File: config.mk
export PLATFORM = sky130hd
export DESIGN_NAME = clk_select_guard
export DESIGN_NICKNAME = d
export VERILOG_FILES = /design/src/rtl/ckg_pkg.sv /design/src/rtl/ckg_ctl.sv /design/src/rtl/ckg_dp.sv /design/src/rtl/clk_select_guard.sv
export SDC_FILE = /design/constraint.sdc
export NUM_CORES = 1
export LEC_CHECK = 0
export ABC_AREA = 1
export ABC_CLOCK_PERIOD_IN_PS = 1800
export BUFFER_PORTS_ARGS = -buffer_cell sky130_fd_sc_hd__buf_2
export CAP_MARGIN = 0
export CORE_MARGIN = 3
export CORE_UTILIZATION = 48
export DETAILED_ROUTE_END_ITERATION = 8
export HOLD_SLACK_MARGIN = 0.08
export PLACE_DENSITY = 0.76
export SLEW_MARGIN = 20
export SYNTH_ARGS = -nofsm -noshare
export SYNTH_HDL_FRONTEND = slang
export SYNTH_SLANG_ARGS = --single-unit
File: constraint.sdc
create_clock -name clk -period 1.8 [get_ports clk]
set_input_delay 0.18 -clock clk [delete_from_list [all_inputs] [get_ports clk]]
set_output_delay 0.18 -clock clk [all_outputs]
set_load 0.02 [all_outputs]
File: src/rtl/ckg_pkg.sv
package ckg_pkg;
  localparam int REG_W = 8;
  localparam int MUL_W = 3;
  localparam int TB_SEL_BIT = 5;
  localparam int EXT_BIT = 4;
  localparam int TB_LOW_W = 8;
  localparam int TB_W = TB_LOW_W + 1;

  typedef struct packed {
    logic loadMisc;
    logic loadMul;
    logic setErr;
    logic clrErr;
  } ctlStrobes_t;

  function automatic logic isLegalMul(input logic [MUL_W-1:0] code);
    return (code == 3'b000) || (code == 3'b001) || (code == 3'b011) || (code == 3'b111);
  endfunction
endpackage

File: src/rtl/ckg_ctl.sv
module ckg_ctl
  import ckg_pkg::*;
(
  input  logic             wrValid,
  input  logic [MUL_W-1:0] wrMul,
  input  logic [MUL_W-1:0] curMul,
  input  logic             directMode,
  input  logic             errClr,
  output ctlStrobes_t      strobes
);
  logic mulChange;
  logic viaUnity;
  logic accept;

  always_comb begin
    mulChange = (wrMul != curMul);
    viaUnity  = (curMul == '0) || (wrMul == '0);
    accept    = !directMode && isLegalMul(wrMul) && viaUnity;
    strobes.loadMisc = wrValid;
    strobes.loadMul  = wrValid && mulChange && accept;
    strobes.setErr   = wrValid && mulChange && !accept;
    strobes.clrErr   = errClr;
  end
endmodule

File: src/rtl/ckg_dp.sv
module ckg_dp
  import ckg_pkg::*;
(
  input  logic             clk,
  input  logic             rstN,
  input  ctlStrobes_t      strobes,
  input  logic [REG_W-1:0] wrData,
  input  logic             directMode,
  input  logic             oscTickEn,
  output logic [MUL_W-1:0] mulReg,
  output logic             extReg,
  output logic             tbSelReg,
  output logic             errFlag,
  output logic             tbTick
);
  localparam logic [TB_W-1:0] FULL_WRAP = '1;
  localparam logic [TB_LOW_W-1:0] LOW_WRAP = '1;

  logic [TB_W-1:0] tbCnt;
  logic tbSelActive;
  logic lowWrap;
  logic fullWrap;
  logic tickHit;

  always_ff @(posedge clk or negedge rstN) begin
    if (!rstN) begin
      mulReg   <= '0;
      extReg   <= 1'b0;
      tbSelReg <= 1'b0;
    end else begin
      if (strobes.loadMul) mulReg <= wrData[MUL_W-1:0];
      if (strobes.loadMisc) begin
        extReg   <= wrData[EXT_BIT];
        tbSelReg <= wrData[TB_SEL_BIT];
      end
    end
  end

  always_ff @(posedge clk or negedge rstN) begin
    if (!rstN) errFlag <= 1'b0;
    else if (strobes.setErr) errFlag <= 1'b1;
    else if (strobes.clrErr) errFlag <= 1'b0;
  end

  always_comb begin
    lowWrap  = (tbCnt[TB_LOW_W-1:0] == LOW_WRAP);
    fullWrap = (tbCnt == FULL_WRAP);
    tickHit  = oscTickEn && (tbSelActive ? fullWrap : lowWrap);
  end

  always_ff @(posedge clk or negedge rstN) begin
    if (!rstN) begin
      tbCnt       <= '0;
      tbSelActive <= 1'b0;
      tbTick      <= 1'b0;
    end else begin
      tbTick <= tickHit;
      if (oscTickEn) begin
        tbCnt <= tbCnt + 1'b1;
        if (fullWrap) tbSelActive <= tbSelReg;
      end
    end
  end


  mul_legal_chk: assert property (@(posedge clk) disable iff (!rstN)
    isLegalMul(mulReg));

  direct_hold_chk: assert property (@(posedge clk) disable iff (!rstN)
    (mulReg != $past(mulReg)) |-> !$past(directMode));

  unity_path_chk: assert property (@(posedge clk) disable iff (!rstN)
    ($past(mulReg) != '0 && mulReg != '0) |-> (mulReg == $past(mulReg)));

  err_cause_chk: assert property (@(posedge clk) disable iff (!rstN)
    $rose(errFlag) |-> $past(strobes.setErr));

  tick_pulse_chk: assert property (@(posedge clk) disable iff (!rstN)
    tbTick |=> !tbTick);
endmodule

File: src/rtl/clk_select_guard.sv
module clk_select_guard
  import ckg_pkg::*;
(
  input  logic             clk,
  input  logic             rstN,
  input  logic             busWrEn,
  input  logic             busAddrHit,
  input  logic [REG_W-1:0] busWrData,
  input  logic             directMode,
  input  logic             oscTickEn,
  input  logic             errClr,
  output logic [REG_W-1:0] busRdData,
  output logic [MUL_W-1:0] mulCode,
  output logic             extClkMode,
  output logic             oscFeedbackOff,
  output logic             errFlag,
  output logic             tbTick
);
  ctlStrobes_t strobes;
  logic extReg;
  logic tbSelReg;

  ckg_ctl ctl_i (
    .wrValid   (busWrEn && busAddrHit),
    .wrMul     (busWrData[MUL_W-1:0]),
    .curMul    (mulCode),
    .directMode(directMode),
    .errClr    (errClr),
    .strobes   (strobes)
  );

  ckg_dp dp_i (
    .clk       (clk),
    .rstN      (rstN),
    .strobes   (strobes),
    .wrData    (busWrData),
    .directMode(directMode),
    .oscTickEn (oscTickEn),
    .mulReg    (mulCode),
    .extReg    (extReg),
    .tbSelReg  (tbSelReg),
    .errFlag   (errFlag),
    .tbTick    (tbTick)
  );

  always_comb begin
    busRdData = '0;
    busRdData[MUL_W-1:0]  = mulCode;
    busRdData[EXT_BIT]    = extReg;
    busRdData[TB_SEL_BIT] = tbSelReg;
    extClkMode     = extReg;
    oscFeedbackOff = extReg;
  end
endmodule

### Word level (Yosys, flattened, before mapping)

Cells that the tools add are included.

* register bits after elaboration: 17
* bits in latches: 0
* RAM bits: 0
* ROM bits: 0
* bits of input ports: 15
* output and inout port bits: 15
* memories kept: 0

* add/subtract/negate cells: 1
* multipliers: 0
* div/mod/pow operators: 0
* magnitude comparators: 0
* eq/ne operators: 6
* shift-type cells: 0
* multiplexer cells: 3
* bitwise operators: 0
* reductions and logical operators: 17

Operators with widths (number)
* adder 9 x 1 -> 9 bit (second input constant): 1
* equality test 9 bit (second input constant): 1
* equality test 8 bit (second input constant): 1
* logical AND 1 bit: 7
* zero test 3 bit: 2
* logical OR 1 bit: 4
* equality test 3 x 1 -> 1 bit (second input constant): 1
* equality test 3 x 2 -> 1 bit (second input constant): 1
* equality test 3 bit (second input constant): 1
* two-way mux 1 bit: 3
* inequality test 3 bit: 1
* zero test 1 bit: 2
* AND reduction 2 bit: 1
* nonzero test 2 bit: 1

### Depth between registers and ports, before layout

* word-level depth: 9
* depth in mapped cells: 10
* gate-level depth less buffers: 10

### Hierarchy

A second synthesis with hierarchy kept.

* cell total of the unflattened synthesis: 109
* area, all modules: 954.7 um^2

By module, submodules not included
* ckg_dp: times used 1, cells each 73, area an instance 763.2 um^2, seq. area each 425.4 um^2
* ckg_ctl: times used 1, cells each 24, area an instance 112.6 um^2, seq. area each 0.0 um^2
* clk_select_guard: times used 1, cells each 12, area an instance 78.8 um^2, seq. area each 0.0 um^2

### Worst setup path before layout

OpenSTA, ideal clock, no wires.

* path type: register to register
* start: register dp_i.tbCnt[0]
* end: register dp_i.tbTick
* library setup time: 0.115 ns
* arrival: 1.218 ns
* required time: 1.685 ns
* setup slack: 0.467 ns
* cell stages (with the launch flop): 11
* path buffers: 0
* clock period less this slack: 1.333 ns
* cells stage by stage: dfrtp_1 ha_1 nand3_1 nor2_1 nand3_1 inv_1 ha_1 nand2_1 nand2_1 nand2_1 nor2_1

* longest elaborated chain between the ends: 3
* elaborated cells between the ends (all ways): 4
* classes of those cells: 2 x eq/ne; 1 x mux; 1 x reduce/logical

RTL lines
* start, declared: line ckg_dp.sv:19 `logic [TB_W-1:0] tbCnt;`
* start signal, assigned: line ckg_dp.sv:59 `tbCnt <= tbCnt + 1'b1;`
* equality test 9 bit or equality test 8 bit (tied branches): line ckg_dp.sv:47, ckg_dp.sv:46
* two-way mux 1 bit *: line ckg_dp.sv:48 `tickHit = oscTickEn && (tbSelActive ? fullWrap : lowWrap);`
* logical AND 1 bit *: line ckg_dp.sv:48
* net dp_i.tickHit: line ckg_dp.sv:23 `logic tickHit;`
* end signal, assigned: line ckg_dp.sv:57 `tbTick <= tickHit;`
* end, declared: line ckg_dp.sv:14 `output logic tbTick`

The timed path passes the listed nets; every way through them passes the cells marked *.
A chain may end at the register's enable or synchronous reset.

### Worst setup path after layout

Ends and elaborated chain as after synthesis.

==> metrics.txt <==
WL per Instance 11.15 µm; vias per cell 4.520; Warnings, synthesis 0; reg2reg path depth 10; HPWL after DPL 1157 µm; Crit. End Element flip-flop; CTS Hold Buffers Added 4; Critical Path Fanout Max 3; layout cell share with drive strength beyond 1 27.42%; worst reg2reg endpoint dp_i.tbTick$_DFF_PN0_; Yosys reg bits 17; number of global-route vias before repair 652; gpl congestion 0.7762; leading area contributor after synthesis dfrtp_1; initial core utilization 55.07%; Rows 14; First-pass DRT Iterations 4; max cap viols 0; Cell Area, Synth 897.1 µm²; Hold EP dp_i.extReg$_DFFE_PN0P_; critical path, cell by cell ha_1 -> nand3_1 -> nor2_1 -> nand3_1 -> inv_1 -> ha_1 -> nand2_1 -> nand2_1 -> nand2_1 -> nor2_1; post-route cell area 1045 µm²; setup tns final 0 ns; number of H-tree levels 1; hold path start busAddrHit; Final #Nets 142; Worst Skew 0.005852 ns; Final Setup Violations 0; register clock-pin slew on the reported worst setup and hold paths 0.11 ns; CP Class flip-flop to flip-flop; global-route wire length before repair 2911 µm; CTS Root Buffer Type clkbuf_4; Post-synth EDFFs 0; top-area cell type share of the netlist area 47.42%; Max Freq 655.5 MHz; CTS Buf Count 3; # IOs 30; synth unique cells 19; total power 1.298 mW; CTS sink cnt 17; starting DRC count in detailed routing 6; reg-to-reg setup timing slack 0.27 ns; RSZ-0062 raised after global routing no; worst min path class primary input to flip-flop; largest net degree at the start of global routing 18; postcts setup bufs 0; DP Area 977.2 µm²; fin. max-slew vios 0; slowest stage cell, crit path dfrtp_1; Critical Path Max Stage Delay 0.40 ns; final hold violations 0; cts repair resizes 0; # port buffers 23; area of the die 2424 µm²; DRT Wirelength 1650 µm; Worst R2R Start dp_i.tbCnt[0]$_DFFE_PN0P_; Placeable Area 1629 µm²; Synth async-reset ratio 100.0%; Skew-Pair Late Insertion Delay 0.30 ns; Critical Path RT 2.03 ns; Final min period 1.526 ns; Hold Path Stages 4; cell mode on critical path nand2_1; Lkg Pwr 0.5795 nW; startpoint types flip-flop; Area Growth Syn to Fin 16.46%; top cells by area, synth dfrtp_1, nand2_1, buf_4; sequential fraction of the synthesis area 47.42%; Synth top cells by count nand2_1, dfrtp_1, buf_4, inv_1; IR drop worst, VDD 0.6475 mV; Max Buffers Root-to-Sink 2; Critical Path Start dp_i.tbCnt[0]$_DFFE_PN0P_; Worst EP arrival 1.76 ns; Post-Synthesis Cells 101; most frequent cell after synthesis nand2_1; GR Overflow Total 0; ANT nets after route 0; status finished clean; CTS tree built; Residual DRC 0; ys flop type dfrtp_1; PD cells 1242 nW/µm²; Total Routing Usage GR 16.10%; die height 49.23 µm; # diodes 0; Final Cycle Share 84.75%; synthesized area per cell 8.882 µm²; Die Width 49.23 µm; vias after detailed routing 669; initial antenna violation count 0
stage by stage:
step / setup WS (ns) / hold slack (ns) / cells / util (%)
final: 0.2745 / 0.1534 / 148 / 64.13
after global routing: 0.1075 / 0.1771 / 148 / 64.13
after CTS: 0.2809 / 0.1617 / 148 / 64.13
after detailed placement: 0.3410 / 0.1251 / 140 / 59.98
after global placement: 0.3553 / 0.1153 / 140 / 59.98
after floorplan: 0.4669 / -0.1156 / 103 / -
metal layers:
| metal | GRT usage (%) | up-vias | part of all wire [%] |
|---|---|---|---|
| li1 | - | 348 | - |
| met1 | 19.85 | 296 | 45 |
| met2 | 26.34 | 23 | 48 |
| met3 | 3.976 | 2 | 5.9 |
| met4 | 7.109 | 0 | 0.91 |
| met5 | 0 | - | 0 |
final cells by class:
class,instances,area (µm²)
well taps,24,30.03
flip-flops and latches,17,425.4
clock buffers,3,22.52
fillers,149,584.3
clock inverters,1,5.005
inverters,9,33.78
repair buffers,27,155.1
multi-input cells,67,372.9
worst max path at each step:
stage / endpoint / slack, ns
after global routing: dp_i.tbTick$_DFF_PN0_ / 0.11
after floorplan: dp_i.tbTick$_DFF_PN0_ / 0.47
after CTS: dp_i.tbTick$_DFF_PN0_ / 0.28
final: dp_i.tbTick$_DFF_PN0_ / 0.27
after detailed placement: dp_i.tbTick$_DFF_PN0_ / 0.34
after global placement: dp_i.tbTick$_DFF_PN0_ / 0.36
flip-flops by register name, indices dropped and copies added, names as in the netlist:
name	count
dp_i.errFlag	1
dp_i.extReg	1
dp_i.mulReg	3
dp_i.tbCnt	9
dp_i.tbSelActive	1
dp_i.tbSelReg	1
dp_i.tbTick	1
critical path, delay by kind of cell, from the launching register on:
kind / cells / cell delay [ns]
flops: 1 / 0.40
buf+inv: 1 / 0.09
fa+ha+maj: 2 / 0.39
simple gates: 7 / 0.59
power by group:
group | internal, mW | total [mW] | switching, mW
Combinational | 0.185 | 0.462 | 0.276
Clock | 0.0828 | 0.214 | 0.131
Sequential | 0.493 | 0.623 | 0.130
layout by cell type (no fill, tap or decap):
master	count
buf_2	23
nor2_1	4
nand2_2	1
nand3_2	2
o22ai_1	1
nand2_1	31
inv_1	9
ha_1	2
clkinv_2	1
dlygate4sd3_1	4
nand4_1	4
a21oi_1	1
nand3_1	4
xor2_1	5
nor2_4	1
dfrtp_1	17
conb_1	3
nor2_2	2
nand3b_2	1
xnor2_1	5
clkbuf_4	3
cells by family after synthesis:
family	Yosys count	share of synthesized area [%]
compound gates	2	1.255
xor+xnor	10	9.762
fa+ha+maj	2	2.789
buf+inv	19	11.85
flops	17	47.42
other cells	1	0.4180
simple gates	50	26.50
Power figures use the tool's default switching activity.
